## src/rtl/eeprom_rd_pkg.sv

```systemverilog
package eeprom_rd_pkg;

  typedef enum logic [2:0] {
    K_IDLE,
    K_START,
    K_TXB,
    K_RXB,
    K_STOP
  } step_kind_e;

  localparam logic [7:0] CTL_WR = 8'hA0;
  localparam logic [7:0] CTL_RD = 8'hA1;

  function automatic logic [7:0] base_addr(input logic [1:0] sel);
    case (sel)
      2'd0:    return 8'h83;
      2'd1:    return 8'h99;
      2'd2:    return 8'hAF;
      default: return 8'hF8;
    endcase
  endfunction

endpackage

```

## src/rtl/eeprom_rd_pace.sv

```systemverilog
module eeprom_rd_pace #(
  parameter int DIV_W = 8
) (
  input  logic             clk_i,
  input  logic             rst_ni,
  input  logic             load_i,
  input  logic             run_i,
  input  logic [DIV_W-1:0] div_i,
  output logic             tick_o
);
  localparam logic [DIV_W-1:0] MIN_HALF = DIV_W'(2);

  logic [DIV_W-1:0] per_q, cnt_q;

  assign tick_o = run_i && (cnt_q == per_q - 1'b1);

  always_ff @(posedge clk_i or negedge rst_ni) begin
    if (!rst_ni) begin
      per_q <= MIN_HALF;
      cnt_q <= '0;
    end else if (load_i) begin
      per_q <= (div_i < MIN_HALF) ? MIN_HALF : div_i;
      cnt_q <= '0;
    end else if (run_i) begin
      cnt_q <= tick_o ? '0 : cnt_q + 1'b1;
    end else begin
      cnt_q <= '0;
    end
  end

  p_half_floor_r2: assert property (@(posedge clk_i) disable iff (!rst_ni)
    run_i |-> (per_q >= MIN_HALF));

  p_tick_gap_r2: assert property (@(posedge clk_i) disable iff (!rst_ni)
    tick_o |=> !tick_o);

endmodule

```

## src/rtl/eeprom_rd_capture.sv

```systemverilog
module eeprom_rd_capture #(
  parameter int W = 48
) (
  input  logic         clk_i,
  input  logic         rst_ni,
  input  logic         clear_i,
  input  logic         shift_i,
  input  logic         bit_i,
  output logic [W-1:0] data_o
);
  always_ff @(posedge clk_i or negedge rst_ni) begin
    if (!rst_ni)      data_o <= '0;
    else if (clear_i) data_o <= '0;
    else if (shift_i) data_o <= {data_o[W-2:0], bit_i};
  end

  p_hold_r8: assert property (@(posedge clk_i) disable iff (!rst_ni)
    (!clear_i && !shift_i) |=> $stable(data_o));

  p_shift_in_r8: assert property (@(posedge clk_i) disable iff (!rst_ni)
    (shift_i && !clear_i) |=> (data_o[0] == $past(bit_i)));

endmodule

```

## src/rtl/eeprom_rd_seq.sv

```systemverilog
module eeprom_rd_seq
  import eeprom_rd_pkg::*;
#(
  parameter int ADDR_BYTES = 6
) (
  input  logic       clk_i,
  input  logic       rst_ni,
  input  logic       start_i,
  input  logic [1:0] base_sel_i,
  input  logic       tick_i,
  input  logic       sda_i,
  output logic       load_o,
  output logic       busy_o,
  output logic       shift_o,
  output logic       scl_o,
  output logic       sda_o,
  output logic       sda_oe_o,
  output logic       done_o,
  output logic       err_o
);
  // segment order: start, wr ctl, word addr, restart, rd ctl, data bytes, stop
  localparam int SEG_RS   = 3;
  localparam int SEG_RD0  = 5;
  localparam int SEG_STOP = SEG_RD0 + ADDR_BYTES;
  localparam int SEG_W    = $clog2(SEG_STOP + 1);

  logic             busy_q, done_q, err_q;
  logic [SEG_W-1:0] seg_q;
  logic [3:0]       bit_q;
  logic [2:0]       ph_q;
  logic [1:0]       sel_q;
  step_kind_e       kind;
  logic [7:0]       tx_byte;
  logic             slot, line;

  assign load_o   = start_i && !busy_q;
  assign busy_o   = busy_q;
  assign done_o   = done_q;
  assign err_o    = err_q;
  assign slot     = (bit_q == 4'd8);
  assign shift_o  = tick_i && (kind == K_RXB) && ph_q[0] && !slot;

  always_comb begin
    kind = K_IDLE;
    if (busy_q) begin
      if (seg_q == 0 || seg_q == SEG_W'(SEG_RS)) kind = K_START;
      else if (seg_q < SEG_W'(SEG_RD0))          kind = K_TXB;
      else if (seg_q < SEG_W'(SEG_STOP))         kind = K_RXB;
      else                                        kind = K_STOP;
    end
  end

  always_comb begin
    case (seg_q)
      SEG_W'(1): tx_byte = CTL_WR;
      SEG_W'(2): tx_byte = base_addr(sel_q);
      default:   tx_byte = CTL_RD;
    endcase
  end

  always_comb begin
    {scl_o, sda_oe_o, sda_o} = 3'b000;
    case (kind)
      K_START: case (ph_q)
        3'd0:    {scl_o, sda_oe_o, sda_o} = 3'b011;
        3'd1:    {scl_o, sda_oe_o, sda_o} = 3'b111;
        3'd2:    {scl_o, sda_oe_o, sda_o} = 3'b110;
        default: {scl_o, sda_oe_o, sda_o} = 3'b010;
      endcase
      K_TXB: begin
        scl_o = ph_q[0];
        if (!slot) begin
          sda_oe_o = 1'b1;
          sda_o    = tx_byte[~bit_q[2:0]];
        end
      end
      K_RXB: begin
        scl_o = ph_q[0];
        if (slot) begin
          sda_oe_o = 1'b1;
          sda_o    = (seg_q == SEG_W'(SEG_STOP - 1));
        end
      end
      K_STOP: case (ph_q)
        3'd0:    {scl_o, sda_oe_o, sda_o} = 3'b000;
        3'd1:    {scl_o, sda_oe_o, sda_o} = 3'b100;
        3'd2:    {scl_o, sda_oe_o, sda_o} = 3'b110;
        3'd3:    {scl_o, sda_oe_o, sda_o} = 3'b111;
        3'd4:    {scl_o, sda_oe_o, sda_o} = 3'b101;
        default: {scl_o, sda_oe_o, sda_o} = 3'b001;
      endcase
      default: ;
    endcase
  end

  always_ff @(posedge clk_i or negedge rst_ni) begin
    if (!rst_ni) begin
      busy_q <= 1'b0;
      done_q <= 1'b0;
      err_q  <= 1'b0;
      seg_q  <= '0;
      bit_q  <= '0;
      ph_q   <= '0;
      sel_q  <= '0;
    end else if (load_o) begin
      busy_q <= 1'b1;
      done_q <= 1'b0;
      err_q  <= 1'b0;
      seg_q  <= '0;
      bit_q  <= '0;
      ph_q   <= '0;
      sel_q  <= base_sel_i;
    end else if (busy_q && tick_i) begin
      case (kind)
        K_START: begin
          if (ph_q == 3'd3) begin
            ph_q  <= '0;
            bit_q <= '0;
            seg_q <= seg_q + 1'b1;
          end else ph_q <= ph_q + 1'b1;
        end
        K_TXB, K_RXB: begin
          if (!ph_q[0]) ph_q <= 3'd1;
          else begin
            ph_q <= '0;
            if (!slot) bit_q <= bit_q + 1'b1;
            else begin
              bit_q <= '0;
              if (kind == K_TXB && sda_i) begin
                err_q <= 1'b1;
                seg_q <= SEG_W'(SEG_STOP);
              end else seg_q <= seg_q + 1'b1;
            end
          end
        end
        K_STOP: begin
          if (ph_q == 3'd5) begin
            busy_q <= 1'b0;
            done_q <= 1'b1;
          end else ph_q <= ph_q + 1'b1;
        end
        default: ;
      endcase
    end
  end

  assign line = sda_oe_o ? sda_o : 1'b1;

  p_data_steady_r12: assert property (@(posedge clk_i) disable iff (!rst_ni)
    (scl_o && $past(scl_o) && (kind == K_TXB || kind == K_RXB)) |-> (line == $past(line)));

  p_done_after_stop_r11: assert property (@(posedge clk_i) disable iff (!rst_ni)
    $rose(done_o) |-> $past(kind == K_STOP));

  p_err_needs_nack_r7: assert property (@(posedge clk_i) disable iff (!rst_ni)
    $rose(err_o) |-> ($past(sda_i) && $past(kind == K_TXB)));

  p_busy_not_done_r1: assert property (@(posedge clk_i) disable iff (!rst_ni)
    busy_q |-> !done_o);

endmodule

```

## src/rtl/eeprom_mac_reader.sv

```systemverilog
module eeprom_mac_reader #(
  parameter int DIV_W      = 8,
  parameter int ADDR_BYTES = 6
) (
  input  logic                    clk_i,
  input  logic                    rst_ni,
  input  logic                    start_i,
  input  logic [1:0]              base_sel_i,
  input  logic [DIV_W-1:0]        half_div_i,
  input  logic                    sda_i,
  output logic                    scl_o,
  output logic                    sda_o,
  output logic                    sda_oe_o,
  output logic [8*ADDR_BYTES-1:0] addr_o,
  output logic                    done_o,
  output logic                    err_o
);
  localparam int AW = 8 * ADDR_BYTES;

  logic load, busy, tick, shift;

  eeprom_rd_pace #(.DIV_W(DIV_W)) pace_i (
    .clk_i  (clk_i),
    .rst_ni (rst_ni),
    .load_i (load),
    .run_i  (busy),
    .div_i  (half_div_i),
    .tick_o (tick)
  );

  eeprom_rd_seq #(.ADDR_BYTES(ADDR_BYTES)) seq_i (
    .clk_i      (clk_i),
    .rst_ni     (rst_ni),
    .start_i    (start_i),
    .base_sel_i (base_sel_i),
    .tick_i     (tick),
    .sda_i      (sda_i),
    .load_o     (load),
    .busy_o     (busy),
    .shift_o    (shift),
    .scl_o      (scl_o),
    .sda_o      (sda_o),
    .sda_oe_o   (sda_oe_o),
    .done_o     (done_o),
    .err_o      (err_o)
  );

  eeprom_rd_capture #(.W(AW)) cap_i (
    .clk_i   (clk_i),
    .rst_ni  (rst_ni),
    .clear_i (load),
    .shift_i (shift),
    .bit_i   (sda_i),
    .data_o  (addr_o)
  );

  p_err_clears_addr_r7: assert property (@(posedge clk_i) disable iff (!rst_ni)
    (done_o && err_o) |-> (addr_o == '0));

endmodule

```

## config.mk

```make
export PLATFORM = sky130hd
export DESIGN_NAME = eeprom_mac_reader
export DESIGN_NICKNAME = d
export VERILOG_FILES = /design/src/rtl/eeprom_rd_pkg.sv /design/src/rtl/eeprom_rd_pace.sv /design/src/rtl/eeprom_rd_capture.sv /design/src/rtl/eeprom_rd_seq.sv /design/src/rtl/eeprom_mac_reader.sv
export SDC_FILE = /design/constraint.sdc
export NUM_CORES = 1
export LEC_CHECK = 0
export ABC_AREA = 1
export BUFFER_PORTS_ARGS = -buffer_cell sky130_fd_sc_hd__clkbuf_2
export CORE_MARGIN = 10
export CORE_UTILIZATION = 50
export CTS_CLUSTER_DIAMETER = 50
export DETAILED_ROUTE_END_ITERATION = 7
export GPL_TIMING_DRIVEN = 0
export PLACE_DENSITY = 0.71
export SLEW_MARGIN = 30
export SYNTH_ARGS = -nofsm -noshare
export SYNTH_HDL_FRONTEND = slang
export SYNTH_SLANG_ARGS = --single-unit
```

## constraint.sdc

```tcl
create_clock -name clk_i -period 5.4 [get_ports clk_i]
set_input_delay 0.27 -clock clk_i [delete_from_list [all_inputs] [get_ports clk_i]]
set_output_delay 0.27 -clock clk_i [all_outputs]
set_load 0.01 [all_outputs]
```

# After elaboration in Yosys (flattened, before gate mapping)
# Index checks and enable logic that the tools add are counted.
# totals
register_bits,80
# op_classes
addsub,5
n_lt_le_gt_ge,4
n_eq_ne,21
n_mux,59
bitwise_logic,1
reduce_logical,34
# ops
op,count
$mux 48,2
$mux 4,11
$mux 8,4
$mux 1,25
$mux 3,8
$pmux 7 s3,1
$pmux 4 s2,2
$pmux 8 s2,1
$reduce_bool 2->1,8
$eq 3x2->1 const B,4
$reduce_and 5->1,2
$eq 3x3->1 const B,3
$ne 3x1->1 const B,3
$pmux 3 s3,1
$add 4x1->4 const B,2
$add 8x1->8 const B,1
$eq 4x2->1 const B,2
$eq 4x4->1 const B,2
$eq 8x8->1,1
$lt 8x2->1 const B,1
$pmux 1 s4,2
$reduce_or 2->1,4
$sub 8x1->8 const B,1
$logic_and 1x1->1,7
other kinds (23),26

# Longest topological paths before layout
# depth
depth_word,13
mapped_depth,17

# Cells and area by module
# Synthesis repeated with hierarchy kept, for this count alone.
# hier_totals
cells_unflattened,546
hier_area_um2,4269.1
# modules_own_cells
module,instances,cells_each,area_each_um2,seq_area_each_um2
eeprom_rd_capture,1,209,1908.1,1201.2
eeprom_rd_seq,1,202,1396.3,400.4
eeprom_rd_pace,1,135,964.7,401.6

# Worst setup path after synthesis
# OpenSTA, ideal clock, no wires.
# synth_timing
path_kind,register -> register
start,register pace_i.per_q[1]
end,register cap_i.data_o[11]
arrival_ps,1944
required_time_ps,5283
slack_ps,3339
path_stages_with_launch,18
period_less_slack_ps,2061
cell_sequence,dfstp_2 > inv_1 > ha_1 > inv_1 > nand2_1 > nand2_1 > nor2_1 > nand2_1 > nor2_1 > nand2_1 > nor2_1 > nand2_1 > nand2_2 > nand3_2 > buf_4 > buf_6 > nand2_1 > nand2_1
# synth_between
elab_chain_cells,7
# synth_rtl
element,line_no,rtl
"start, declared",eeprom_rd_pace.sv:13,"logic [DIV_W-1:0] per_q, cnt_q;"
"start signal, assigned",eeprom_rd_pace.sv:22,per_q <= (div_i < MIN_HALF) ? MIN_HALF : div_i;
$sub 8x1->8,eeprom_rd_pace.sv:15,assign tick_o = run_i && (cnt_q == per_q - 1'b1);
$eq 8x8->1,eeprom_rd_pace.sv:15,
$logic_and 1x1->1,eeprom_rd_pace.sv:15,
$logic_and 1x1->1 (3 in a row),eeprom_rd_seq.sv:41,assign shift_o = tick_i && (kind == K_RXB) && ph_q[0] && !slot;
$reduce_bool 2->1 (no source line),-,
"end signal, assigned",eeprom_rd_capture.sv:14,"else if (shift_i) data_o <= {data_o[W-2:0], bit_i};"
"end, declared",eeprom_rd_capture.sv:9,output logic [W-1:0] data_o
# No other way between the ends.
# A chain may end at the register's enable or synchronous reset.

# Final worst setup path
# layout_timing
start,register seq_i.seg_q[0]
end,output port sda_o
# layout_between
elab_chain_cells,7
# layout_rtl
element,line_no,rtl
"start, declared",eeprom_rd_seq.sv:28,logic [SEG_W-1:0] seg_q;
"start signal, assigned",eeprom_rd_seq.sv:119,seg_q <= seg_q + 1'b1;
"start signal, assigned",eeprom_rd_seq.sv:131,seg_q <= SEG_W'(SEG_STOP);
"start signal, assigned",eeprom_rd_seq.sv:132,end else seg_q <= seg_q + 1'b1;
$lt 4x4->1,eeprom_rd_seq.sv:48,else if (seg_q < SEG_W'(SEG_STOP)) kind = K_RXB;
$mux 3,eeprom_rd_seq.sv:48,
$mux 3,eeprom_rd_seq.sv:47,else if (seg_q < SEG_W'(SEG_RD0)) kind = K_TXB;
$mux 3,eeprom_rd_seq.sv:46,if (seg_q == 0 || seg_q == SEG_W'(SEG_RS)) kind = K_START;
$mux 3,eeprom_rd_seq.sv:45,if (busy_q) begin
$eq 3x3->1 (tied with other cells),eeprom_rd_seq.sv:63,case (kind)
$pmux 1 s4 *,eeprom_rd_seq.sv:63,
"end, declared",eeprom_mac_reader.sv:12,"output logic sda_o,"
# Mark *: on every way between the ends. The rest lies on a longest branch, timed or not. The select of a mux whose other input is x is not followed.

==> results.toml <==
[sta]
holdWs_ns = 0.135
max_freq_mhz = 375
slew_violations = 0
fin_worst_skew_ns = 0.0127
slew_headroom_pct = 65.8
final.min_clock_period_ns = 2.67
worst_pin_slew_ns = 0.513
period_share_pct = 49.4
final_hold_viol_count = 0
rsz0062_at_grt = "false"
tns_ns = 0
setup_viol = 0

[synthesis]
synth_cell_type_count = 35
avgSynthCellArea_um2 = 7.16
yosysTopAreaCell = "dfrtp_1"
synth_warnings = 0
synthArstFlopShare_pct = 100
synthesis.instances = 655
synth_area_mm2 = 0.00469
synth-main-ff-cell = "dfrtp_1"
synth_fp_nets = 683
synth_edf_count = 0
synth_top_area_share_pct = 42.1
ys_seq_area_share_pct = 42.7
ys_ff_latch = 80
yosys-top-cells-area = "dfrtp_1 (42%), nand2_1 (15%), inv_1 (8.0%)"

[clock_tree]
clock_tree.root_cell = "clkbuf_8"
cts_tree = "built"
clock-sinks = 80
ctsResizeCount = 0
cts_made_buffers = 9
clkTransAtPathRegs_ns = 0.09
htreeDepth = 3
clk_latency_ns = 0.36
clock_path_buffers = 2

[place]
io_buffers = 66
place_congestion = 0.844
hpwl_mm = 8.93

[floorplan]
chipWidth_um = 117
rows = 35
core-area_mm2 = 0.00920
die-area_mm2 = 0.0137
die_h_um = 117
initial_utilization_pct = 51.0
io_pins = 67

[job]
cap_violations = 0

[detailed_routing]
vias = 4459
drtIter0Drc = 359
vias_per_cell = 5.25
wl_met3_um = 834
drt_first_pass_iters = 5
wl_mm = 12.1
met2RoutedLength_mm = 5.63
wl_met1_mm = 5.48
drc = 0
wl_per_cell_um = 14.2
ant_nets = 0
top_layer = "met4"

[layout]
antenna_cells = 0
drive_gt1_share_pct = 14.6
fin_nets = 762
syn2layout_area_growth_pct = 16.3

[pwr]
p_int_w = 0.00108
swShare_pct = 26.8
p_sw_w = 0.000396
sequentialPowerShare_pct = 46.0
p_per_area_mw_per_mm2 = 270
irDropWorstVdd_v = 0.000139
clockPowerShare_pct = 39.3
power_frac_comb_pct = 14.7
leakage_nw = 2.92

[critical_path]
crit_path_max_incr_delay_ns = 0.47
crit_type = "reg -> out"
worstSetupEndpointType = "output port"
r2r-start = "pace_i.per_q[1]"
r2r-end = "cap_i.data_o[14]"
worst_path_most_repeated_cell = "inv_1"
rrSetupSlack_ns = 2.95
crit_chain = "inv_1 -> ha_1 -> o21ai_2 -> nand2_2 -> nor2_2 -> inv_1 -> nor3_1 -> a41oi_1 -> nand2_1 -> clkbuf_2"
critical_path_buf_inv_count = 3
cp-start-kind = "flip-flop"
path_delay_family = "simple AND/OR/NAND/NOR gates"
slowest_stage = "dfrtp_1"
rr_worst_depth = 17
worstPathArrival_ns = 2.40
critPathMaxFanout = 7
worstPathRequired_ns = 5.13

[global_route]
gr-total-overflow = 0
grt_first_pass_wirelength_mm = 20.2
grt_pass1_vias = 4325
globalRouteTotalUtil_pct = 18.2
antenna_found_initial = 0
grt_max_degree = 44

[hold_path]
hp-class = "in -> reg"
hold_path_end = "pace_i.per_q[2]"
min_delay_path_depth = 3
hp-start = "half_div_i[2]"

[outcome]
outcome = "complete, no violations"
## layout make-up
type	count	area [um2]
flip-flops and latches	80	2000
clock buffers	10	128
clock inverters	5	129
inverters	104	390
plain buffers	33	178
well taps	111	139
repair buffers	68	369
multi-input cells	438	2120
fillers	878	3740
## layout by cell type, fill, tap and decap left out, drive strengths merged
master / synthesis / layout
a41oi: 1 / 1
o21ai: 23 / 23
bufinv: 0 / 4
clkbuf: 17 / 93
clkinv: 3 / 3
a31oi: 2 / 2
o211ai: 1 / 1
a21oi: 6 / 6
o221ai: 1 / 1
a22oi: 1 / 1
nand3: 34 / 34
ha: 14 / 14
o31ai: 2 / 2
o21a: 1 / 1
dfrtp: 79 / 79
nor3: 10 / 10
o22ai: 1 / 1
nor2: 86 / 86
dlygate4sd3: 0 / 1
dfstp: 1 / 1
xor2: 5 / 5
nand2: 184 / 184
nor4: 4 / 4
nand4: 59 / 59
inv: 101 / 102
xnor2: 3 / 3
buf: 16 / 17
## flip-flops by register name, summed over array words and instances (netlist names)
signal	count
pace_i.per_q	8
seq_i.err_o	1
seq_i.seg_q	4
pace_i.cnt_q	8
seq_i.sel_q	2
seq_i.bit_q	4
seq_i.done_o	1
seq_i.ph_q	3
cap_i.data_o	48
seq_i.busy_o	1
## worst register-to-register path, cell delays in order (launching register included)
cell and delay (ns):
dfstp_2 0.54, inv_1 0.07, ha_1 0.30, inv_1 0.04
nand2_1 0.05, nand2_1 0.04, nor2_1 0.11, nand2_1 0.06
nor2_1 0.13, nand2_1 0.06, nor2_1 0.13, nand2_1 0.10
nand2_2 0.14, nand3_2 0.10, buf_4 0.19, buf_6 0.15
nand2_1 0.07, nand2_1 0.05
## stage by stage
step | setup slack [ns] | cell area (um2) | power (W) | instances | utilization (%)
finish | 2.73 | 5460 | 0.00148 | 849 | 59.3
floorplan | 3.34 | 4690 | 0.000842 | 655 | -
global route | 2.62 | 5460 | 0.00156 | 849 | 59.3
detailed placement | 2.97 | 5190 | 0.000909 | 833 | 56.4
global placement | 3.01 | 5160 | 0.000894 | 832 | 56.1
CTS | 2.75 | 5460 | 0.00149 | 849 | 59.3
## power by group through the flow
stage                     sequential, W  clock [W]  combinational [W]
after CTS                      0.000680   0.000591           0.000220
final                          0.000679   0.000580           0.000216
after floorplan                0.000680          0           0.000162
after detailed placement       0.000691          0           0.000217
after global placement         0.000689          0           0.000205
after global routing           0.000686   0.000618           0.000253
## synth_stat cells (3+ instances only)
cell,number
nand2_1,182
inv_1,100
nor2_1,84
dfrtp_1,79
nand4_1,59
nand3_1,33
o21ai_0,19
clkbuf_1,16
ha_1,14
nor3_1,9
buf_4,8
a21oi_1,6
buf_2,6
xor2_1,5
nor4_1,4
clkinv_1,3
xnor2_1,3
## what timing repair did
item / in CTS / in global routing
hold buffers: 1 / 0
endpoints found under the setup margin: 0 / 0
hold endpoints to repair: 37 / 0
buffers inserted: 0 / 0
## how the worst max path moves through the flow
| stage | startpoint | end | cells after the start |
|---|---|---|---|
| after global routing | seq_i.seg_q[0] | sda_o | 10 |
| after detailed placement | pace_i.per_q[1] | cap_i.data_o[14] | 17 |
| final | seq_i.seg_q[0] | sda_o | 10 |
| after CTS | seq_i.seg_q[0] | sda_o | 10 |
| after floorplan | pace_i.per_q[1] | cap_i.data_o[11] | 17 |
| after global placement | pace_i.per_q[1] | seq_i.bit_q[1] | 16 |
## kinds of logic (layout without fill, tap and decap cells)
logic type,Yosys count,after routing,synth area share (%)
xor+xnor,8,8,1.49
fa+ha+maj,14,14,3.73
flops,80,80,42.7
buf+inv,137,220,12.1
compound gates,39,39,4.83
simple gates,377,377,35.1
## per-layer routing
| layer | track usage [%] | vias to the layer above |
|---|---|---|
| met5 | 0 | - |
| met4 | 5.60 | 0 |
| met3 | 4.33 | 10 |
| met2 | 29.2 | 135 |
| met1 | 23.7 | 2080 |
| li1 | - | 2234 |
Note: power is estimated with default switching activity, not from simulation.
